File: config.mk
export PLATFORM = sky130hd
export DESIGN_NAME = match_timer
export DESIGN_NICKNAME = d
export VERILOG_FILES = /design/src/rtl/mtmr_pkg.sv /design/src/rtl/mtmr_counter.sv /design/src/rtl/mtmr_match_unit.sv /design/src/rtl/mtmr_regs.sv /design/src/rtl/match_timer.sv
export SDC_FILE = /design/constraint.sdc
export NUM_CORES = 1
export LEC_CHECK = 0
export ABC_AREA = 1
export CELL_PAD_IN_SITES_DETAIL_PLACEMENT = 1
export CELL_PAD_IN_SITES_GLOBAL_PLACEMENT = 1
export CORE_MARGIN = 5
export CORE_UTILIZATION = 25
export DETAILED_ROUTE_END_ITERATION = 12
export PLACE_DENSITY = 0.52
export SYNTH_ARGS = -nofsm -noshare
export SYNTH_HDL_FRONTEND = slang
export SYNTH_SLANG_ARGS = --single-unit
File: constraint.sdc
create_clock -name clk -period 4 [get_ports clk]
set_input_delay 1.2 -clock clk [delete_from_list [all_inputs] [get_ports clk]]
set_output_delay 1.2 -clock clk [all_outputs]
set_load 0.01 [all_outputs]
File: src/rtl/mtmr_pkg.sv
package mtmr_pkg;
  localparam int unsigned ADDR_W = 4;
  localparam int unsigned DATA_W = 32;

  localparam logic [ADDR_W-1:0] ADR_FLAGS = 4'd0;
  localparam logic [ADDR_W-1:0] ADR_CTRL  = 4'd1;
  localparam logic [ADDR_W-1:0] ADR_COUNT = 4'd2;
  localparam logic [ADDR_W-1:0] ADR_PSLIM = 4'd3;
  localparam logic [ADDR_W-1:0] ADR_PSCNT = 4'd4;
  localparam logic [ADDR_W-1:0] ADR_ACT   = 4'd5;
  localparam logic [ADDR_W-1:0] ADR_PIN   = 4'd6;
  localparam logic [ADDR_W-1:0] ADR_MATCH = 4'd8;

  localparam int unsigned PIN_ACT_LSB = 8;

  typedef enum logic [1:0] {
    PIN_KEEP = 2'd0,
    PIN_LOW  = 2'd1,
    PIN_HIGH = 2'd2,
    PIN_FLIP = 2'd3
  } pin_act_e;
endpackage

File: src/rtl/mtmr_counter.sv
module mtmr_counter #(
  parameter int CNT_W = 32
) (
  input  logic             clk,
  input  logic             rst,
  input  logic             tick_i,
  input  logic             ctrl_we_i,
  input  logic [1:0]       ctrl_wdata_i,
  input  logic             tc_we_i,
  input  logic             pc_we_i,
  input  logic [CNT_W-1:0] wdata_i,
  input  logic [CNT_W-1:0] pr_i,
  input  logic             rst_hit_i,
  input  logic             stop_hit_i,
  output logic [CNT_W-1:0] tc_o,
  output logic [CNT_W-1:0] pc_o,
  output logic [CNT_W-1:0] tc_next_o,
  output logic             step_o,
  output logic             run_o,
  output logic             hold_o
);
  logic [CNT_W-1:0] tc_q, pc_q;
  logic             run_q, hold_q;
  logic             active, wrap;

  assign active    = run_q && !hold_q && tick_i;
  assign wrap      = (pc_q == pr_i);
  assign step_o    = active && wrap && !tc_we_i;
  assign tc_next_o = rst_hit_i ? '0 : tc_q + 1'b1;
  assign tc_o      = tc_q;
  assign pc_o      = pc_q;
  assign run_o     = run_q;
  assign hold_o    = hold_q;

  always_ff @(posedge clk) begin
    if (rst) begin
      tc_q   <= '0;
      pc_q   <= '0;
      run_q  <= 1'b0;
      hold_q <= 1'b0;
    end else begin
      if (ctrl_we_i) begin
        run_q  <= ctrl_wdata_i[0];
        hold_q <= ctrl_wdata_i[1];
      end else if (stop_hit_i) begin
        run_q <= 1'b0;
      end
      if (hold_q) begin
        tc_q <= '0;
        pc_q <= '0;
      end else begin
        if (tc_we_i)     tc_q <= wdata_i;
        else if (step_o) tc_q <= tc_next_o;
        if (pc_we_i)     pc_q <= wdata_i;
        else if (active) pc_q <= wrap ? '0 : pc_q + 1'b1;
      end
    end
  end

  // hold forces both counts to zero
  assert_hold_zero_R3: assert property (@(posedge clk) disable iff (rst)
    hold_q |=> (tc_q == '0 && pc_q == '0));

  // without a tick, a write or a hold, the counter keeps its value
  assert_idle_stable_R2: assert property (@(posedge clk) disable iff (rst)
    (!active && !tc_we_i && !hold_q) |=> $stable(tc_q));

  // a wrap step leaves the prescale count at zero
  assert_wrap_clears_R2: assert property (@(posedge clk) disable iff (rst)
    (step_o && !pc_we_i) |=> (pc_q == '0));

  // a stop event clears the enable bit
  assert_stop_clears_run_R8: assert property (@(posedge clk) disable iff (rst)
    (stop_hit_i && !ctrl_we_i) |=> !run_q);
endmodule

File: src/rtl/mtmr_match_unit.sv
module mtmr_match_unit
  import mtmr_pkg::*;
#(
  parameter int CNT_W = 32
) (
  input  logic             clk,
  input  logic             rst,
  input  logic [CNT_W-1:0] tc_i,
  input  logic [CNT_W-1:0] tc_next_i,
  input  logic             step_i,
  input  logic [CNT_W-1:0] mr_i,
  input  pin_act_e         act_i,
  input  logic             pin_we_i,
  input  logic             pin_wval_i,
  output logic             eq_o,
  output logic             hit_o,
  output logic             pin_o
);
  logic pin_q;

  assign eq_o  = (tc_i == mr_i);
  assign hit_o = step_i && (tc_next_i == mr_i);
  assign pin_o = pin_q;

  always_ff @(posedge clk) begin
    if (rst) begin
      pin_q <= 1'b0;
    end else if (pin_we_i) begin
      pin_q <= pin_wval_i;
    end else if (hit_o) begin
      case (act_i)
        PIN_LOW:  pin_q <= 1'b0;
        PIN_HIGH: pin_q <= 1'b1;
        PIN_FLIP: pin_q <= ~pin_q;
        default:  pin_q <= pin_q;
      endcase
    end
  end

  // pin actions on a match event
  assert_pin_high_R9: assert property (@(posedge clk) disable iff (rst)
    (hit_o && !pin_we_i && act_i == PIN_HIGH) |=> pin_q);
  assert_pin_low_R9: assert property (@(posedge clk) disable iff (rst)
    (hit_o && !pin_we_i && act_i == PIN_LOW) |=> !pin_q);
  assert_pin_flip_R9: assert property (@(posedge clk) disable iff (rst)
    (hit_o && !pin_we_i && act_i == PIN_FLIP) |=> (pin_q != $past(pin_q)));
  // no event means the pin keeps its state
  assert_pin_quiet_R4: assert property (@(posedge clk) disable iff (rst)
    (!hit_o && !pin_we_i) |=> $stable(pin_q));
endmodule

File: src/rtl/mtmr_regs.sv
module mtmr_regs
  import mtmr_pkg::*;
#(
  parameter int CNT_W   = 32,
  parameter int N_MATCH = 4
) (
  input  logic                            clk,
  input  logic                            rst,
  input  logic                            bus_sel,
  input  logic                            bus_wr,
  input  logic [ADDR_W-1:0]               bus_addr,
  input  logic [DATA_W-1:0]               bus_wdata,
  input  logic [CNT_W-1:0]                tc_i,
  input  logic [CNT_W-1:0]                pc_i,
  input  logic                            run_i,
  input  logic                            hold_i,
  input  logic [N_MATCH-1:0]              pins_i,
  input  logic [N_MATCH-1:0]              hit_i,
  output logic [DATA_W-1:0]               rdata_o,
  output logic                            irq_o,
  output logic [N_MATCH-1:0][CNT_W-1:0]   mr_o,
  output logic [N_MATCH-1:0]              int_en_o,
  output logic [N_MATCH-1:0]              rst_en_o,
  output logic [N_MATCH-1:0]              stop_en_o,
  output logic [N_MATCH-1:0][1:0]         act_o,
  output logic [CNT_W-1:0]                pr_o,
  output logic                            ctrl_we_o,
  output logic                            tc_we_o,
  output logic                            pc_we_o,
  output logic                            pin_we_o
);
  localparam int ACT_W = 3 * N_MATCH;

  logic [N_MATCH-1:0][CNT_W-1:0] mr_q;
  logic [ACT_W-1:0]              mcr_q;
  logic [N_MATCH-1:0][1:0]       pact_q;
  logic [CNT_W-1:0]              pr_q;
  logic [N_MATCH-1:0]            flags_q, flags_set, flags_clr, flags_nxt;
  logic                          irq_q;
  logic [DATA_W-1:0]             rd_word, rdata_q;
  logic                          wr;

  assign wr        = bus_sel && bus_wr;
  assign ctrl_we_o = wr && bus_addr == ADR_CTRL;
  assign tc_we_o   = wr && bus_addr == ADR_COUNT;
  assign pc_we_o   = wr && bus_addr == ADR_PSCNT;
  assign pin_we_o  = wr && bus_addr == ADR_PIN;

  genvar g;
  generate
    for (g = 0; g < N_MATCH; g++) begin : g_fields
      assign int_en_o[g]  = mcr_q[3*g];
      assign rst_en_o[g]  = mcr_q[3*g+1];
      assign stop_en_o[g] = mcr_q[3*g+2];
    end
  endgenerate

  assign mr_o    = mr_q;
  assign act_o   = pact_q;
  assign pr_o    = pr_q;
  assign irq_o   = irq_q;
  assign rdata_o = rdata_q;

  assign flags_set = hit_i & int_en_o;
  assign flags_clr = (wr && bus_addr == ADR_FLAGS) ? bus_wdata[N_MATCH-1:0] : '0;
  assign flags_nxt = (flags_q & ~flags_clr) | flags_set;

  always_ff @(posedge clk) begin
    if (rst) begin
      mr_q    <= '0;
      mcr_q   <= '0;
      pact_q  <= '0;
      pr_q    <= '0;
      flags_q <= '0;
      irq_q   <= 1'b0;
    end else begin
      flags_q <= flags_nxt;
      irq_q   <= |flags_nxt;
      if (wr && bus_addr == ADR_ACT)   mcr_q <= bus_wdata[ACT_W-1:0];
      if (wr && bus_addr == ADR_PSLIM) pr_q  <= bus_wdata[CNT_W-1:0];
      if (pin_we_o)
        for (int n = 0; n < N_MATCH; n++)
          pact_q[n] <= bus_wdata[PIN_ACT_LSB+2*n +: 2];
      for (int n = 0; n < N_MATCH; n++)
        if (wr && bus_addr == ADR_MATCH + ADDR_W'(n))
          mr_q[n] <= bus_wdata[CNT_W-1:0];
    end
  end

  always_comb begin
    rd_word = '0;
    case (bus_addr)
      ADR_FLAGS: rd_word[N_MATCH-1:0] = flags_q;
      ADR_CTRL:  rd_word[1:0] = {hold_i, run_i};
      ADR_COUNT: rd_word[CNT_W-1:0] = tc_i;
      ADR_PSLIM: rd_word[CNT_W-1:0] = pr_q;
      ADR_PSCNT: rd_word[CNT_W-1:0] = pc_i;
      ADR_ACT:   rd_word[ACT_W-1:0] = mcr_q;
      ADR_PIN: begin
        rd_word[N_MATCH-1:0] = pins_i;
        for (int n = 0; n < N_MATCH; n++)
          rd_word[PIN_ACT_LSB+2*n +: 2] = pact_q[n];
      end
      default: begin
        for (int n = 0; n < N_MATCH; n++)
          if (bus_addr == ADR_MATCH + ADDR_W'(n))
            rd_word[CNT_W-1:0] = mr_q[n];
      end
    endcase
  end

  always_ff @(posedge clk) begin
    if (rst)                     rdata_q <= '0;
    else if (bus_sel && !bus_wr) rdata_q <= rd_word;
  end

  // cleared bits with no colliding event drop
  assert_w1c_R6: assert property (@(posedge clk) disable iff (rst)
    1'b1 |=> ((flags_q & $past(flags_clr & ~flags_set)) == '0));
  // an enabled event always leaves its flag set
  assert_event_sets_R5: assert property (@(posedge clk) disable iff (rst)
    1'b1 |=> ((flags_q & $past(flags_set)) == $past(flags_set)));
  // interrupt line follows the pending flags
  assert_irq_or_R5: assert property (@(posedge clk) disable iff (rst)
    irq_q == (flags_q != '0));
endmodule

File: src/rtl/match_timer.sv
module match_timer
  import mtmr_pkg::*;
#(
  parameter int CNT_W   = 32,
  parameter int N_MATCH = 4
) (
  input  logic               clk,
  input  logic               rst,
  input  logic               count_tick,
  input  logic               bus_sel,
  input  logic               bus_wr,
  input  logic [3:0]         bus_addr,
  input  logic [31:0]        bus_wdata,
  output logic [31:0]        bus_rdata,
  output logic               irq,
  output logic [N_MATCH-1:0] match_pin
);
  logic [N_MATCH-1:0][CNT_W-1:0] mr;
  logic [N_MATCH-1:0][1:0]       act;
  logic [N_MATCH-1:0]            int_en, rst_en, stop_en, eq, hit;
  logic [CNT_W-1:0]              tc, pc, tc_next, pr;
  logic step, run, hold, ctrl_we, tc_we, pc_we, pin_we;
  logic rst_hit, stop_hit;

  assign rst_hit  = |(eq & rst_en);
  assign stop_hit = |(hit & stop_en);

  mtmr_regs #(.CNT_W(CNT_W), .N_MATCH(N_MATCH)) u_regs (
    .clk(clk), .rst(rst), .bus_sel(bus_sel), .bus_wr(bus_wr),
    .bus_addr(bus_addr), .bus_wdata(bus_wdata),
    .tc_i(tc), .pc_i(pc), .run_i(run), .hold_i(hold),
    .pins_i(match_pin), .hit_i(hit),
    .rdata_o(bus_rdata), .irq_o(irq), .mr_o(mr),
    .int_en_o(int_en), .rst_en_o(rst_en), .stop_en_o(stop_en),
    .act_o(act), .pr_o(pr), .ctrl_we_o(ctrl_we), .tc_we_o(tc_we),
    .pc_we_o(pc_we), .pin_we_o(pin_we)
  );

  mtmr_counter #(.CNT_W(CNT_W)) u_cnt (
    .clk(clk), .rst(rst), .tick_i(count_tick),
    .ctrl_we_i(ctrl_we), .ctrl_wdata_i(bus_wdata[1:0]),
    .tc_we_i(tc_we), .pc_we_i(pc_we), .wdata_i(bus_wdata[CNT_W-1:0]),
    .pr_i(pr), .rst_hit_i(rst_hit), .stop_hit_i(stop_hit),
    .tc_o(tc), .pc_o(pc), .tc_next_o(tc_next), .step_o(step),
    .run_o(run), .hold_o(hold)
  );

  genvar g;
  generate
    for (g = 0; g < N_MATCH; g++) begin : g_ch
      mtmr_match_unit #(.CNT_W(CNT_W)) u_ch (
        .clk(clk), .rst(rst), .tc_i(tc), .tc_next_i(tc_next),
        .step_i(step), .mr_i(mr[g]), .act_i(pin_act_e'(act[g])),
        .pin_we_i(pin_we), .pin_wval_i(bus_wdata[g]),
        .eq_o(eq[g]), .hit_o(hit[g]), .pin_o(match_pin[g])
      );
    end
  endgenerate

  // an auto-reset advance lands on zero
  assert_auto_zero_R7: assert property (@(posedge clk) disable iff (rst)
    (step && rst_hit && !hold) |=> (tc == '0));
endmodule

==> run metrics, run 1 <==
status finished, final reports clean; Setup violations, final 0; clock buffer depth 3; clock skew 0.0170 ns; net switching power of the design 2.26 mW; DR WL/cell 30.1 um; number of buffers created by CTS 41; CTS Sinks 287; CTS root buf clkbuf_16; Clk network pwr share 50.5%; Crit path top cell by count nand2_1; Synth cell types 50; Slew Viols, Final 0; Post-synth EDFFs 0; crit start category flip-flop; FILL cells 9993; Hold Path Class flip-flop to flip-flop; Worst Path Arrival 4.38 ns; 1st-pass router iterations 5; synth warn 0; Worst Max-Slew Pin Slew 1.03 ns; leakage 10.8 nW; sequential power share 37.7%; initial core utilization 25.1%; Max Cap Violations 0; syn_area_per_cell 6.07 um2; IO buf count 77; WHS 0.464 ns; first-pass GRT wire length 189 mm; Fmax 256 MHz; CORE AREA 77100 um2; cell area after synthesis 19400 um2; share of the synthesized area in the top cell type 29.7%; CTS tree done; crit end category flip-flop; die width 288 um; worst-skew pair later-pin latency 0.58 ns; most instantiated library cell after synthesis nand2_1; ranking of synthesized cells by area dfxtp_1 (30%), nand2_1 (17%), inv_1 (7.0%), o21ai_0 (7.0%), a21oi_1 (6.1%); initial antenna violation count 6; hold buffer count at CTS 0; Cells after Synth 3192; pwr/cell area 310 nW/um2; Synth async-reset ratio 0%; Fin. Hold Viols 0; IR drop worst, VDD 0.301 mV; r2r setup slk 0.09 ns; largest net degree at the start of global routing 84; total track usage 32.0%; CP max stage delay 0.38 ns; number of DRC markers in iteration 0 2494; layout net count 3552; Syn Nets 3237; vias per inst 5.38; Net Sw Frac 28.8%; CTS clk-pin slew, worst paths 0.06 ns; Routed WL 138 mm; row cnt 102; utilization after layout 32.8%; Seq/Total Area, Yosys 29.7%; H-tree levels 2; Critical Path RT 4.47 ns; routed vias 24600; CP Class flip-flop to flip-flop; Yosys reg bits 287; GPL Wtd Cong 1.04; Die Span Y 288 um; Area Overhead vs Synth 30.6%; post-DP HPWL 111 mm; post-route ant nets 0; fin crit share 97.8%; Tmin final 3.91 ns; I/O pins 78; Combinational Power Share 11.8%; die area 83100 um2; top cell type by total area after synthesis dfxtp_1; Internal 5.58 mW; grt total ovfl 0; crit-path max FO 14; Slew headroom 30.8%; Synth Flop Type dfxtp_1; number of global-route vias before repair 24600; critical path's slowest cell dfxtp_1; most frequent cells after synthesis nand2_1 (884), inv_1 (361), dfxtp_1 (287); # DRC 0; layout cells sized above 1 16.0%
==> stage by stage <==
stage / instances / power (mW) / setup TNS, ns / worst slack (ns) / instance area (um2)
final: 4577 / 7.85 / 0 / 0.0870 / 25300
after global routing: 4576 / 8.06 / -0.0585 / -0.0258 / 25300
after CTS: 4574 / 7.87 / 0 / 0.0233 / 25100
after detailed placement: 4502 / 3.91 / -0.362 / -0.123 / 23600
after global placement: 4502 / 3.91 / -0.694 / -0.147 / 23600
after floorplan: 3192 / 3.40 / 0 / 0.954 / 19400
==> critical path: cells and delay by family, from the launching register on <==
kind	cells	cell delay, ns
AND/OR/NAND/NOR	18	2.06
AO/OA/AOI/OAI	2	0.45
flip-flops	1	0.38
buffers and inverters	5	0.90
==> cells in the final DEF (no fill, tap or decap), drive strengths merged <==
cell           synthesis  final
diode                  0      1
o41ai                  2      2
o21a                   1      1
clkinvlp               0      2
buf                   53    365
dfxtp                287    287
a21boi                 4      4
bufinv                 0      6
nor3                  38     38
nor4                   3      3
nand4                 33     33
nor3b                  2      2
o22ai                 62     62
a31oi                 57     57
o211ai                25     25
and2                   5      5
clkdlybuf4s50          0     76
and3                   2      2
o2111ai                7      7
ha                     4      4
inv                  385    388
clkbuf               117     54
o221ai                 3      3
xor2                  52     52
a221oi                34     34
clkinv                 4     12
nand2                899    899
a22oi                  1      1
o31ai                  1      1
xnor2                 51     51
a2111oi                6      6
o21ai                282    282
nand3                220    220
a41oi                  2      2
nand3b                16     16
nor2                 295    295
a21o                   1      1
a211oi                 2      2
a21oi                236    236
==> logic make-up (layout without fill, tap and decap cells) <==
| kind of cell | count (synthesis) | after routing | synth area share, % |
|---|---|---|---|
| AO/OA/AOI/OAI | 726 | 726 | 21.1 |
| XOR/XNOR | 103 | 103 | 4.74 |
| adder cells (fa/ha/maj) | 4 | 4 | 0.258 |
| buffers and inverters | 559 | 903 | 11.5 |
| flip-flops | 287 | 287 | 29.7 |
| other | 0 | 1 | 0 |
| AND/OR/NAND/NOR | 1513 | 1513 | 32.8 |
==> final cells by class <==
class | instances | area [um2] | share of cell area (%)
Clock buffer | 53 | 1130 | 4.47
Antenna cell | 1 | 2.50 | 0.00990
Multi-Input combinational cell | 2346 | 11600 | 45.8
Timing Repair Buffer | 442 | 3760 | 14.9
Sequential cell | 287 | 5780 | 22.8
Clock inverter | 19 | 262 | 1.03
Tap cell | 1040 | 1300 | 5.15
Inverter | 389 | 1460 | 5.79
==> registers in the layout (all words and copies together) (netlist names) <==
| signal | count |
|---|---|
| u_regs.mr_o | 128 |
| u_cnt.pc_o | 32 |
| u_cnt.tc_o | 32 |
| u_regs.pr_o | 32 |
| u_regs.rdata_o | 32 |
| u_regs.mcr_q | 12 |
| u_regs.act_o | 8 |
| g_ch.u_ch.pin_o | 4 |
| u_regs.flags_q | 4 |
| u_cnt.hold_o | 1 |
| u_cnt.run_o | 1 |
| u_regs.irq_o | 1 |
==> metal layers <==
metal / track usage [%] / part of all wire, % / up-vias
li1: - / - / 11100
met1: 42.1 / 43 / 12200
met2: 50.5 / 44 / 1066
met3: 4.69 / 6.9 / 265
met4: 17.4 / 6.7 / 0
met5: 0 / 0 / -
==> repair_timing <==
action / CTS / global route
pin swaps: 0 / 3
setup buffers: 0 / 1
endpoints found under the setup margin: 8 / 10
gates resized for setup: 8 / 59
gates cloned: 0 / 1
==> path summary, 6_finish.rpt <==
check	start	to	cells past startpoint
hold / removal	u_regs.act_o[3]	u_regs.act_o[3]	2
setup / recovery	u_regs.mr_o[33]	g_ch[2].u_ch.pin_o	25
setup reg to reg	u_regs.mr_o[33]	g_ch[2].u_ch.pin_o	25
hold reg to reg	u_regs.act_o[3]	u_regs.act_o[3]	2
==> power by group through the flow <==
stage / sequential [mW] / combinational [mW] / clock (mW)
final: 2.96 / 0.926 / 3.96
after global routing: 2.96 / 0.971 / 4.13
after CTS: 2.96 / 0.893 / 4.02
after detailed placement: 3.02 / 0.888 / 0
after global placement: 3.02 / 0.889 / 0
after floorplan: 3.00 / 0.392 / 0
No activity file was read; power rests on OpenSTA's default activity.
==> run 2, diff against run 1 <==
Settings changed: CORE_MARGIN 5 to 2, GPL_ROUTABILITY_DRIVEN set to 0.
==> run 2 against run 1 <==
  * Cell count is 1.9% higher
  * Wire length is 2.4% lower
  * Critical path depth is 2 lower
  * Global-route usage is 1.1 points higher
  * Count of clock-buffer cells in the layout is 4 higher
  * Utilization is 0.94 points higher
  * Maximum frequency is 1.9% lower
  * Clock power hardly changed
  * Combinational power is 0.5% higher
  * Critical endpoint is now u_regs.irq_o
==> run metrics, run 2 (synthesis results as in run 1) <==
status finished, final reports clean; layout cells sized above 1 18.1%; post-route ant nets 0; initial core utilization 25.1%; DR WL/cell 28.8 um; post-DP HPWL 106 mm; first-pass GRT wire length 187 mm; Worst Path Arrival 4.53 ns; number of global-route vias before repair 25000; Slew Viols, Final 0; Worst Max-Slew Pin Slew 1.08 ns; Setup violations, final 0; Largest register FFs 128; most common cell after layout, fill and taps aside nand2_1; clock skew 0.0279 ns; Slew headroom 28.1%; Fin. Hold Viols 0; initial antenna violation count 9; FILL cells 9977; Routed WL 135 mm; Reg area 5760 um2; die width 282 um; H-tree levels 2; Max Cap Violations 0; leakage 11.2 nW; crit end category flip-flop; number of DRC markers in iteration 0 2719; fin crit share 99.7%; Die Span Y 282 um; Hold Path Class flip-flop to flip-flop; row cnt 102; IO buf count 77; Fmax 251 MHz; CTS tree done; Tmin final 3.99 ns; CP Class flip-flop to flip-flop; largest net degree at the start of global routing 193; total track usage 33.1%; routed vias 25300; clock buffer depth 3; area of the multi-input gates 11600 um2; IR drop worst, VDD 0.462 mV; die area 79700 um2; CTS clk-pin slew, worst paths 0.06 ns; WHS 0.463 ns; setup TNS 0 ns; crit start category flip-flop; crit-path max FO 5; CTS root buf clkbuf_16; CORE AREA 77100 um2; number of buffers created by CTS 39; worst-skew pair later-pin latency 0.60 ns; Critical Path RT 4.54 ns; vias per inst 5.43; most frequent cells in the layout nand2_1 (868), buf_4 (430), inv_1 (359), dfxtp_1 (274), o21ai_0 (269); utilization after layout 33.7%; pwr/cell area 301 nW/um2; CTS Sinks 287; layout net count 3639; grt total ovfl 0; I/O pins 78; # DRC 0; 1st-pass router iterations 5; Area Overhead vs Synth 34.3%
[run 2: changes by cell type in the layout (fill, tap and decap cells not counted), moves of 4 or more]
cell / before / now
buf_4: 343 / 430
clkbuf_8: 6 / 14
dfxtp_1: 267 / 274
dfxtp_2: 18 / 13
clkinv_2: 8 / 4
xnor2_2: 2 / 6
[run 2: power by group]
part           internal [mW]  switching (mW)
combinational          0.310           0.622
sequential              2.91          0.0526
clock                   2.33            1.61
[run 2: critical path, stage by stage, from the launching register on]
cell and delay [ns]:
dfxtp_1 0.36, buf_4 0.16, buf_4 0.13, o21ai_0 0.42, nor2_1 0.09, nand2_1 0.11
nor2_1 0.05, nand3_1 0.16, nor2_1 0.08, nor2_2 0.31, buf_12 0.18, buf_4 0.11
nand3_2 0.14, nand2_1 0.09, nand2_1 0.05, nor2_1 0.31, nand2_1 0.09, nor2_1 0.16
nand2_1 0.16, nor2_4 0.23, nand2_1 0.14, o21ai_1 0.20, o21ai_0 0.12, nand2_1 0.09
[run 2: worst paths after layout]
check | cells after the start | slack [ns] | to | from
max reg2reg | 23 | 0.01 | u_regs.irq_o | u_cnt.tc_o[1]
min | 2 | 0.46 | u_regs.act_o[3] | u_regs.act_o[3]
min reg2reg | 2 | 0.46 | u_regs.act_o[3] | u_regs.act_o[3]
max | 23 | 0.01 | u_regs.irq_o | u_cnt.tc_o[1]
[run 2: area by class of cell]
| cell class | instances | share of cell area [%] |
|---|---|---|
| multi-input combinational | 2346 | 44.6 |
| timing repair buffer | 531 | 17.1 |
| antenna | 2 | 0.0192 |
| clock inverter | 14 | 0.890 |
| inverter | 389 | 5.62 |
| tap | 1040 | 5.00 |
| sequential | 287 | 22.2 |
| clock buffer | 57 | 4.55 |
[run 2: routing by layer]
metal,track usage [%],vias up,routed length [um]
li1,-,11300,-
met1,43.6,12500,56100
met2,51.1,1296,58300
met3,5.41,292,11200
met4,19.1,2,8990
met5,0,-,13
[run 2: repair_timing]
item / 4_1_cts / 5_1_grt
endpoints found under the setup margin: 10 / 10
setup buffers: 2 / 5
hold buffers: 0 / 0
pin swaps: 1 / 1
gates resized for setup: 10 / 49
gates cloned: 0 / 1
[run 2: metrics by stage]
step                area (um2)  std cells  power, mW  worst slack [ns]
global placement         24300       4585       3.89            -0.271
finish                   26000       4666       7.83            0.0112
global route             26000       4666       8.03          -0.00131
floorplan                19400       3192       3.40             0.954
CTS                      25800       4658       7.83           0.00568
detailed placement       24300       4585       3.90            -0.276
==> run 3, diff against run 2 <==
Settings changed: RECOVER_POWER set to 25, REMOVE_ABC_BUFFERS set to 1.
==> run 3 against run 2 <==
  * Via count shrank 2.3%
  * Sequential power about the same
  * Register-to-register slack about the same
  * Setup slack better by 0.0052 ns
  * Cell area down 5.6%
  * Flip-flop and latch count stayed put
  * Critical path depth increased by 7
  * Cell count decreased by 3.3%
  * Wire length shrank 2.8%
  * Combinational power decreased by 5.8%
  * Utilization decreased by 1.9 points
  * Die area unchanged
==> run metrics, run 3 (synthesis results as in run 1) <==
Critical Path RT 4.48 ns; Setup violations, final 0; status finished, final reports clean; Max Cap Violations 0; Design Power 7.49 mW; Layout Cells excl Fill 4512; layout cells sized above 1 13.9%; H-tree levels 2; initial antenna violation count 6; clock skew 0.0277 ns; setup TNS 0 ns; post-DP HPWL 104 mm; Tmin final 3.98 ns; clock buffer depth 3; CTS root buf clkbuf_16; critical path's slowest cell dfxtp_1; Combinational Power Share 11.7%; Cell Area, Placed 23100 um2; Clk network pwr share 48.8%; Routed WL 131 mm; IR drop worst, VDD 0.243 mV; largest net degree at the start of global routing 119; post-route setup slack 0.0164 ns; crit end category flip-flop; WHS 0.469 ns; layout net count 3491; final instance area 24500 um2; Area Overhead vs Synth 26.8%; most common cell after layout, fill and taps aside nand2_1; IO buf count 77; Crit path top cell by count nand2_1; utilization after layout 31.8%; I/O pins 78; sequential power share 39.5%; hold buffer count at CTS 0; Fin. Hold Viols 0; vias per inst 5.49; routed vias 24800; Net Sw Frac 28.6%; die area 79700 um2; # DRC 0; fin crit share 99.6%; number of global-route vias before repair 24600; CP Class flip-flop to flip-flop; most frequent cells in the layout nand2_1 (868), inv_1 (358), buf_4 (292), nor2_1 (276), dfxtp_1 (272); Die Span Y 282 um; pwr/cell area 305 nW/um2; post-route ant nets 0; Internal 5.35 mW; Slew Viols, Final 0; row cnt 102; initial core utilization 25.1%; Setup WS pre-CTS -0.188 ns; net switching power of the design 2.14 mW; crit start category flip-flop; Slew headroom 26.5%; total track usage 32.3%; Hold Path Class flip-flop to flip-flop; Largest register FFs 128; first-pass GRT wire length 183 mm; number of buffers created by CTS 39; CTS tree done; DR WL/cell 29.0 um; grt total ovfl 0; placed cell count 4442; leakage 10.5 nW; Worst Path Arrival 4.47 ns; worst-skew pair later-pin latency 0.59 ns; number of DRC markers in iteration 0 2719; 1st-pass router iterations 5; Worst Max-Slew Pin Slew 1.07 ns; CTS Sinks 287; die width 282 um; CP max stage delay 0.42 ns; crit-path max FO 7; CORE AREA 77100 um2; Fmax 251 MHz; CTS clk-pin slew, worst paths 0.06 ns
-- run 3: changes by cell type in the layout (fill, tap and decap cells not counted), moves of 12 or more --
cell / previous run / this run
buf_12: 21 / 9
buf_4: 430 / 292
clkdlybuf4s50_1: 76 / 38
dlygate4sd3_1: 0 / 38
nor2_1: 264 / 276
nor2_2: 23 / 10
-- run 3: layout make-up --
| cell class | count | area, um2 |
|---|---|---|
| repair buffers | 383 | 3170 |
| well taps | 1040 | 1300 |
| clock inverters | 10 | 143 |
| multi-input cells | 2346 | 11600 |
| fillers | 9978 | 52500 |
| inverters | 389 | 1460 |
| clock buffers | 56 | 1140 |
| flip-flops and latches | 287 | 5760 |
| diodes | 1 | 2.50 |
-- run 3: worst max-delay path: cells and delay by family (launching register included) --
family / cells / cell delay (ns)
buf+inv: 8 / 1.03
flops: 1 / 0.42
simple gates: 22 / 2.42
-- run 3: repair_timing --
item / 4_1_cts / 5_1_grt
setup buffers: 2 / 1
endpoints found under the hold margin: 0 / 0
setup endpoints to repair: 9 / 10
cloned: 0 / 0
pin swaps: 1 / 3
gates resized for setup: 6 / 40
-- run 3: path summary, 6_finish.rpt --
check / from / end / slack (ns) / depth (start not counted)
worst max-delay path: u_regs.mr_o[126] / g_ch[0].u_ch.pin_o / 0.02 / 30
worst min-delay path: u_regs.act_o[3] / u_regs.act_o[3] / 0.47 / 2
worst max register to register: u_regs.mr_o[126] / g_ch[0].u_ch.pin_o / 0.02 / 30
worst min register to register: u_regs.act_o[3] / u_regs.act_o[3] / 0.47 / 2
-- run 3: metal layers --
layer / vias to the layer above / track usage [%] / share of wire, %
li1: 11000 / - / -
met1: 12300 / 41.4 / 41
met2: 1145 / 51.3 / 44
met3: 328 / 5.34 / 8.0
met4: 6 / 18.3 / 6.7
met5: - / 0 / 0.032
-- run 3: power groups by stage --
| stage | Clock [mW] | Combinational [mW] | Sequential, mW |
|---|---|---|---|
| after floorplan | 0 | 0.361 | 3.01 |
| after global placement | 0 | 0.848 | 3.02 |
| after detailed placement | 0 | 0.855 | 3.02 |
| after CTS | 3.71 | 0.861 | 2.96 |
| after global routing | 3.85 | 0.921 | 2.96 |
| final | 3.66 | 0.877 | 2.96 |
